<file path="src/rtl/dma_sched_pkg.sv">
package dma_sched_pkg;

  localparam int unsigned REG_W      = 32;
  localparam int unsigned EN_BIT     = 31;
  localparam int unsigned ENTRY_W    = 8;
  localparam int unsigned ENTRIES_PER_WORD = REG_W / ENTRY_W;
  localparam logic [11:0] CTRL_ADDR  = 12'h000;
  localparam logic [11:0] TBL_BASE   = 12'h800;

  typedef struct packed {
    logic       rx;
    logic [6:0] chan;
  } sched_entry_t;

endpackage

</file>
<file path="src/rtl/sched_regs.sv">
module sched_regs
  import dma_sched_pkg::*;
#(
  parameter int unsigned ADDR_W      = 12,
  parameter int unsigned TABLE_WORDS = 32,
  parameter int unsigned IDX_W       = 7,
  parameter int unsigned WORD_W      = 5
) (
  input  logic              clk,
  input  logic              rst_n,
  input  logic              wr_en,
  input  logic              rd_en,
  input  logic [ADDR_W-1:0] addr,
  input  logic [REG_W-1:0]  wdata,
  output logic [REG_W-1:0]  rdata,
  output logic              sched_en,
  output logic [IDX_W-1:0]  last_idx,
  output logic              ctl_wr,
  input  logic [IDX_W-1:0]  look_idx,
  output sched_entry_t      look_entry
);

  logic [REG_W-1:0]  tbl [TABLE_WORDS];
  logic [ADDR_W-1:0] offs;
  logic [WORD_W-1:0] word_sel;
  logic              ctrl_hit;
  logic              tbl_hit;
  logic [REG_W-1:0]  ctrl_word;
  logic [REG_W-1:0]  look_word;

  assign offs     = addr - ADDR_W'(TBL_BASE);
  assign word_sel = offs[2 +: WORD_W];
  assign ctrl_hit = (addr == ADDR_W'(CTRL_ADDR));
  assign tbl_hit  = (addr >= ADDR_W'(TBL_BASE)) && (offs[1:0] == 2'b00) &&
                    ((32'(offs) >> 2) < TABLE_WORDS);
  assign ctl_wr   = wr_en && ctrl_hit;

  always_comb begin
    ctrl_word              = '0;
    ctrl_word[EN_BIT]      = sched_en;
    ctrl_word[IDX_W-1:0]   = last_idx;
  end

  always_ff @(posedge clk or negedge rst_n) begin
    if (!rst_n) begin
      sched_en <= 1'b0;
      last_idx <= '0;
    end else if (ctl_wr) begin
      sched_en <= wdata[EN_BIT];
      last_idx <= wdata[IDX_W-1:0];
    end
  end

  for (genvar w = 0; w < TABLE_WORDS; w++) begin : g_word
    always_ff @(posedge clk or negedge rst_n) begin
      if (!rst_n)
        tbl[w] <= '0;
      else if (wr_en && tbl_hit && (word_sel == WORD_W'(w)))
        tbl[w] <= wdata;
    end
  end

  always_ff @(posedge clk or negedge rst_n) begin
    if (!rst_n)
      rdata <= '0;
    else if (rd_en) begin
      if (ctrl_hit)     rdata <= ctrl_word;
      else if (tbl_hit) rdata <= tbl[word_sel];
      else              rdata <= '0;
    end
  end

  assign look_word  = tbl[look_idx[IDX_W-1:2]];
  assign look_entry = sched_entry_t'(look_word[ENTRY_W*look_idx[1:0] +: ENTRY_W]);


  ctrl_load_chk: assert property (@(posedge clk) disable iff (!rst_n)
    ctl_wr |=> (sched_en == $past(wdata[EN_BIT])) &&
               (last_idx == $past(wdata[IDX_W-1:0])));


  rd_hold_chk: assert property (@(posedge clk) disable iff (!rst_n)
    !rd_en |=> $stable(rdata));

endmodule

</file>
<file path="src/rtl/sched_walker.sv">
module sched_walker
  import dma_sched_pkg::*;
#(
  parameter int unsigned NUM_CHAN = 32,
  parameter int unsigned IDX_W    = 7,
  parameter int unsigned CHAN_W   = 5
) (
  input  logic                clk,
  input  logic                rst_n,
  input  logic                sched_en,
  input  logic [IDX_W-1:0]    last_idx,
  input  logic                ctl_wr,
  input  sched_entry_t        cur_entry,
  input  logic [NUM_CHAN-1:0] tx_req,
  input  logic [NUM_CHAN-1:0] rx_req,
  output logic [IDX_W-1:0]    ptr,
  output logic                grant_valid,
  output logic [CHAN_W-1:0]   grant_chan,
  output logic                grant_rx
);

  logic              in_range;
  logic [CHAN_W-1:0] sel;
  logic              hit;
  logic              wrap;

  assign in_range = int'(cur_entry.chan) < NUM_CHAN;
  assign sel      = cur_entry.chan[CHAN_W-1:0];
  assign hit      = in_range && (cur_entry.rx ? rx_req[sel] : tx_req[sel]);
  assign wrap     = (ptr >= last_idx);

  always_ff @(posedge clk or negedge rst_n) begin
    if (!rst_n) begin
      ptr         <= '0;
      grant_valid <= 1'b0;
      grant_chan  <= '0;
      grant_rx    <= 1'b0;
    end else if (ctl_wr) begin
      ptr         <= '0;
      grant_valid <= 1'b0;
    end else if (sched_en) begin
      grant_valid <= hit;
      if (hit) begin
        grant_chan <= sel;
        grant_rx   <= cur_entry.rx;
      end
      ptr <= wrap ? '0 : ptr + 1'b1;
    end else begin
      grant_valid <= 1'b0;
    end
  end

  logic [NUM_CHAN-1:0] tx_d, rx_d;
  always_ff @(posedge clk or negedge rst_n) begin
    if (!rst_n) begin
      tx_d <= '0;
      rx_d <= '0;
    end else begin
      tx_d <= tx_req;
      rx_d <= rx_req;
    end
  end


  idle_quiet_chk: assert property (@(posedge clk) disable iff (!rst_n)
    !sched_en |=> !grant_valid);


  req_backed_chk: assert property (@(posedge clk) disable iff (!rst_n)
    grant_valid |-> (grant_rx ? rx_d[grant_chan] : tx_d[grant_chan]));


  ptr_step_chk: assert property (@(posedge clk) disable iff (!rst_n)
    (sched_en && !ctl_wr && (ptr < last_idx)) |=> (ptr == $past(ptr) + 1'b1));


  ptr_wrap_chk: assert property (@(posedge clk) disable iff (!rst_n)
    (sched_en && !ctl_wr && (ptr >= last_idx)) |=> (ptr == '0));


  restart_chk: assert property (@(posedge clk) disable iff (!rst_n)
    ctl_wr |=> (ptr == '0) && !grant_valid);

endmodule

</file>
<file path="src/rtl/dma_sched_table.sv">
module dma_sched_table
  import dma_sched_pkg::*;
#(
  parameter int unsigned NUM_CHAN    = 32,
  parameter int unsigned TABLE_WORDS = 32,
  parameter int unsigned ADDR_W      = 12,
  localparam int unsigned NUM_ENTRIES = TABLE_WORDS * ENTRIES_PER_WORD,
  localparam int unsigned IDX_W       = $clog2(NUM_ENTRIES),
  localparam int unsigned WORD_W      = $clog2(TABLE_WORDS),
  localparam int unsigned CHAN_W      = $clog2(NUM_CHAN)
) (
  input  logic                clk,
  input  logic                rst_n,
  input  logic                wr_en,
  input  logic                rd_en,
  input  logic [ADDR_W-1:0]   addr,
  input  logic [31:0]         wdata,
  output logic [31:0]         rdata,
  input  logic [NUM_CHAN-1:0] tx_req,
  input  logic [NUM_CHAN-1:0] rx_req,
  output logic                grant_valid,
  output logic [CHAN_W-1:0]   grant_chan,
  output logic                grant_rx
);

  logic             sched_en;
  logic [IDX_W-1:0] last_idx;
  logic             ctl_wr;
  logic [IDX_W-1:0] ptr;
  sched_entry_t     cur_entry;

  sched_regs #(
    .ADDR_W      (ADDR_W),
    .TABLE_WORDS (TABLE_WORDS),
    .IDX_W       (IDX_W),
    .WORD_W      (WORD_W)
  ) u_regs (
    .clk        (clk),
    .rst_n      (rst_n),
    .wr_en      (wr_en),
    .rd_en      (rd_en),
    .addr       (addr),
    .wdata      (wdata),
    .rdata      (rdata),
    .sched_en   (sched_en),
    .last_idx   (last_idx),
    .ctl_wr     (ctl_wr),
    .look_idx   (ptr),
    .look_entry (cur_entry)
  );

  sched_walker #(
    .NUM_CHAN (NUM_CHAN),
    .IDX_W    (IDX_W),
    .CHAN_W   (CHAN_W)
  ) u_walker (
    .clk         (clk),
    .rst_n       (rst_n),
    .sched_en    (sched_en),
    .last_idx    (last_idx),
    .ctl_wr      (ctl_wr),
    .cur_entry   (cur_entry),
    .tx_req      (tx_req),
    .rx_req      (rx_req),
    .ptr         (ptr),
    .grant_valid (grant_valid),
    .grant_chan  (grant_chan),
    .grant_rx    (grant_rx)
  );


  reset_idle_chk: assert property (@(posedge clk)
    !rst_n |=> !grant_valid);

endmodule

</file>
<file path="config.mk">
export PLATFORM = sky130hd
export DESIGN_NAME = dma_sched_table
export DESIGN_NICKNAME = d
export VERILOG_FILES = /design/src/rtl/dma_sched_pkg.sv /design/src/rtl/sched_regs.sv /design/src/rtl/sched_walker.sv /design/src/rtl/dma_sched_table.sv
export SDC_FILE = /design/constraint.sdc
export NUM_CORES = 2
export LEC_CHECK = 0
export BUFFER_PORTS_ARGS = -buffer_cell sky130_fd_sc_hd__buf_2
export CORE_MARGIN = 3
export CORE_UTILIZATION = 53
export CTS_BUF_LIST = sky130_fd_sc_hd__clkbuf_16
export DETAILED_ROUTE_END_ITERATION = 8
export GPL_ROUTABILITY_DRIVEN = 0
export GPL_TIMING_DRIVEN = 0
export PLACE_DENSITY = 0.69
export SYNTH_ARGS = -nofsm -noshare
export SYNTH_HDL_FRONTEND = slang
export SYNTH_HIERARCHICAL = 1
export SYNTH_SLANG_ARGS = --single-unit
</file>
<file path="constraint.sdc">
create_clock -name clk -period 10.73 [get_ports clk]
set_input_delay 2.146 -clock clk [delete_from_list [all_inputs] [get_ports clk]]
set_output_delay 2.146 -clock clk [all_outputs]
set_load 0.05 [all_outputs]
</file>
== After elaboration in Yosys (flattened, before gate mapping) ==
Index checks and enable logic that the tools add are counted.

* Magnitude comparators: 7
* Multiplexer cells: 18
* Reductions and logical operators: 42
* Eq/ne operators: 31
* Add/subtract/negate cells: 2
* Bitwise gates (word level): 3
* Shift-type cells: 1

{| class="wikitable"
|+ Operator list
! cell !! count
|-
| 32-bit binary-select mux with 5-bit select || 2
|-
| 32-bit two-way mux || 6
|-
| 5-bit == test (second input constant) || 16
|-
| 5-bit by 4-bit == test with 1-bit output (second input constant) || 8
|-
| 1-bit logical AND || 37
|-
| 32-bit by 6-bit indexed part select with 8-bit output || 1
|-
| 7-bit two-way mux || 3
|-
| 5-bit by 3-bit == test with 1-bit output (second input constant) || 4
|-
| 12-bit greater-or-equal comparator (second input constant) || 1
|-
| 6-bit greater-or-equal comparator (second input constant) || 2
|-
| 12-bit zero test || 1
|-
| 5-bit NOT with 6-bit output || 2
|-
| 12-bit subtractor (second input constant) || 1
|-
| 1-bit binary-select mux with 5-bit select || 2
|-
| 5-bit by 2-bit == test with 1-bit output (second input constant) || 2
|-
| 10-bit by 6-bit less-than comparator with 1-bit output (second input constant) || 1
|-
| 7-bit by 1-bit adder with 7-bit output (second input constant) || 1
|-
| 7-bit greater-or-equal comparator || 1
|-
| 7-bit by 6-bit less-than comparator with 1-bit output (second input constant) || 1
|-
| 5-bit by 6-bit less-than comparator with 1-bit output (second input constant) || 1
|-
| 5-bit by 1-bit == test with 1-bit output (second input constant) || 1
|-
| 5-bit zero test || 1
|-
| 1-bit two-way mux || 5
|-
| 3-bit AND reduction || 1
|-
| other kinds (3) || 3
|}

* Bits in registers: 1,078
* Word-level logic and storage cells: 143
* Input bits: 112

== Depth between registers and ports, before layout ==
* Word-level depth: 11
* Gate-level depth with buffers: 15
* Depth with buffers taken out: 10

== Cells and area by module ==
The synthesis kept the hierarchy.

{| class="wikitable"
|+ By module, submodules not included
! module !! cells each !! instances !! area each (um2)
|-
| sched_regs || 3,398 || 1 || 55,749.7
|-
| sched_walker || 127 || 1 || 1,452.6
|}

== Worst setup path before layout ==
No wires, ideal clock.

* Path type: input port to flip-flop
* From: input addr[2]
* To: register u_walker.grant_chan[0]
* Arrival time: 4.504 ns
* Slack: 6.101 ns
* Stages: 12
* Data required time: 10.605 ns
* Buffers on the path: 3
* Library setup time: 0.125 ns
* Cell sequence: buf_2 -> buf_2 -> buf_2 -> nor2_1 -> nand2_1 -> nor4_2 -> nand2_1 -> inv_1 -> nor4_1 -> nand2b_1 -> o21ai_4 -> mux2_4

* Longest elaborated chain between the ends: 4

{| class="wikitable"
|+ RTL lines
! what !! line !! RTL
|-
| start, declared || dma_sched_table.sv:16 || <nowiki>input logic [ADDR_W-1:0] addr,</nowiki>
|-
| 12-bit zero test || sched_regs.sv:33 || <nowiki>assign ctrl_hit = (addr == ADDR_W'(CTRL_ADDR));</nowiki>
|-
| 1-bit logical AND || sched_regs.sv:36 || <nowiki>assign ctl_wr = wr_en && ctrl_hit;</nowiki>
|-
| via ctl_wr || dma_sched_table.sv:28 || <nowiki>logic ctl_wr;</nowiki>
|-
| 1-bit NOT (no line) || n/a ||
|-
| 3-bit AND reduction (no line) || n/a ||
|-
| end signal, assigned || sched_walker.sv:44 || <nowiki>grant_chan <= sel;</nowiki>
|-
| end, declared || sched_walker.sv:18 || <nowiki>output logic [CHAN_W-1:0] grant_chan,</nowiki>
|}

The timed path passes the listed nets, and every way through them passes these cells.
A chain may end at the register's enable or synchronous reset.

==> impl_metrics.toml <==
[critical_path]
crit_type = "reg -> reg"
end_kind = "flip-flop"
path_max_fanout = 10
crit_arrival_ns = 7.13
start_kind = "flip-flop"
required_ns = 11.31

[power]
ir_drop_mv = 0.1199
p_per_area_nw_per_um2 = 135.9
p_leak_nw = 29.38
finalPower_w = 0.008650

[route]
viasPerCell = 7.219
first_pass_iters = 6
vias = 38270
routedWlPerCell_um = 39.25
drt-initial-drc-count = 5213
ant_nets = 0
dr.max_layer_used = "met5"
drc = 0
dr_wl_met3_um = 29580
routed_wl_um = 208100
wl_met2_um = 89600
wl_met1_um = 75030

[grt]
grt-ovfl-total = 0
grt_pass1_vias = 37890
grt_usage_pct = 37.35
grt_pass1_wl_um = 289100
grt_max_degree = 163
antenna_found_initial = 18

[floorplan]
io_pins = 151
die_y_um = 334.5
core_um2 = 106200
die_area_um2 = 111900
die_x_um = 334.5
rows = 119
start_util_pct = 53.88

[sta]
slew_headroom_pct = -11.98
worstMarginPinSlew_ns = 1.680
setup_tns_ns = 0
finalHoldViolations = 0
finalCritPeriodShare_pct = 61.05
slew_violations = 54
max_freq_mhz = 152.7
fin_crit_ns = 6.551
setup_viol = 0
rsz0062_at_grt = "false"
fin_skew_ns = 0.03063

[cts]
clock_sinks = 1078
cts_buffers = 116
path_clk_slew_ns = 0.07
cts_tree = "done"
cts_setup_buffers = 0
holdBufCountCts = 0
root_buffer = "clkbuf_16"
cts_resized = 0
worst_skew_pair.late_latency_ns = 0.73
clock_path_buffers = 3
htree_num_levels = 3

[logic_synthesis]
ys_seq_area_share_pct = 47.16
netlist_instances = 3525
postSynthAreaPerCell_um2 = 16.23
synth_edf_count = 0
ys_warn_count = 6
async_reset_ff_share_pct = 100.0
ys_seq_elements = 1078
syn_area_um2 = 57200
syn-num-nets = 3645
yosysUniqueCellTypes = 46
ys_dominant_reg_cell = "dfrtp_1"

[cells_and_area]
final_cell_mix = "dfrtp_1 (1078), mux2_2 (1040), mux4_2 (620), clkbuf_1 (234), buf_2 (208)"
drive_above_1_share_pct = 53.09
syn_to_final_growth_pct = 11.28
final_cells = 5301
fin_area_um2 = 63650
fin_nets = 3922
utilization_pct = 59.96
final_common_cell = "dfrtp_1"

[placed_design]
dpl_cell_area_um2 = 59930
dp_hpwl_um = 141500
io_buffers = 148
dp.cells = 5072

[status]
violations = "capacitance limit, slew limit"
status = "finished with violations"

[job]
drv_cap = 6

[hold_path]
hold_class = "reg -> reg"
==> synthesized netlist by cell type, drive strengths merged (7+ instances only) <==
cell type,n,area [um2]
a22oi,44,330.3
buf,130,625.6
clkbuf,241,904.6
dfrtp,1078,26980
ha,8,100.1
inv,38,142.6
mux2,1045,11790
mux2i,82,820.8
mux4,632,14280
nand2,22,82.58
nand2b,36,225.2
nand3,58,290.3
nor2,30,112.6
nor2b,7,43.79
nor3,9,45.04
o211ai,7,57.55
o21ai,32,171.4
==> area by class of cell <==
cell class,instances,area (um2)
fillers,8168,42510
multi-input cells,2038,28550
flip-flops and latches,1078,26980
clock buffers,118,2953
well taps,1391,1740
plain buffers,371,1546
repair buffers,159,1021
clock inverters,99,699.4
inverters,38,142.6
diodes,9,22.52
==> critical path, stage by stage, from the launching register on <==
cell and delay (ns):
dfrtp_1 0.62, clkbuf_1 1.01, buf_1 1.06, mux4_2 0.42, mux4_2 0.63, mux4_2 0.50
mux2_2 0.31, buf_6 0.16, buf_12 0.15, mux4_1 0.21, mux2i_1 0.10, a2111oi_1 0.50
o211ai_2 0.18, o21ai_4 0.21, mux2_4 0.33
==> per-stage QoR <==
step	hold WS [ns]	worst slack (ns)
after detailed placement	0.4956	4.179
final	0.5116	4.179
after global placement	0.4879	-16.63
after CTS	0.5137	4.408
after global routing	0.5285	4.180
after floorplan	0.4913	6.101
==> path summary, 6_finish.rpt <==
kind | start | endpoint | slack (ns) | depth (start not counted)
max | u_walker/ptr[3] | u_walker/grant_chan[1] | 4.18 | 14
min | u_walker/grant_chan[0] | u_walker/grant_chan[0] | 0.51 | 1
max reg2reg | u_walker/ptr[3] | u_walker/grant_chan[1] | 4.18 | 14
min reg2reg | u_walker/grant_chan[0] | u_walker/grant_chan[0] | 0.51 | 1
max in group asynchronous | rst_n | u_regs/tbl[312] | 6.85 | 4
min in group asynchronous | rst_n | u_regs/tbl[868] | 1.37 | 1
==> routing by layer <==
layer	up-vias	GRT usage (%)
met2	2745	53.58
li1	14340	-
met1	20490	48.23
met4	8	19.86
met5	-	0.4255
met3	684	16.28
==> flip-flops by register name (all words and copies together) (netlist names) <==
name                  flops
u_walker/grant_valid      1
u_regs/last_idx           7
u_regs/tbl             1024
u_walker/ptr              7
u_walker/grant_chan       5
u_walker/grant_rx         1
u_regs/sched_en           1
u_regs/rdata             32
==> report_power, final <==
part	internal, W	leakage (nW)	switching (W)
Combinational	0.000180	12.4	0.000466
Clock	0.00220	1.93	0.00171
Sequential	0.00408	15.0	0.0000156
==> cells by family after synthesis <==
kind of cell,share of synthesized area [%]
and+or+nand+nor,1.564
buffers and inverters,2.924
AOI/OAI and AO/OA,1.146
xor gates and xnor gates,0.03063
adders and majority gates,0.1750
DFF,47.16
muxes,47.00
Power figures use the tool's default switching activity.
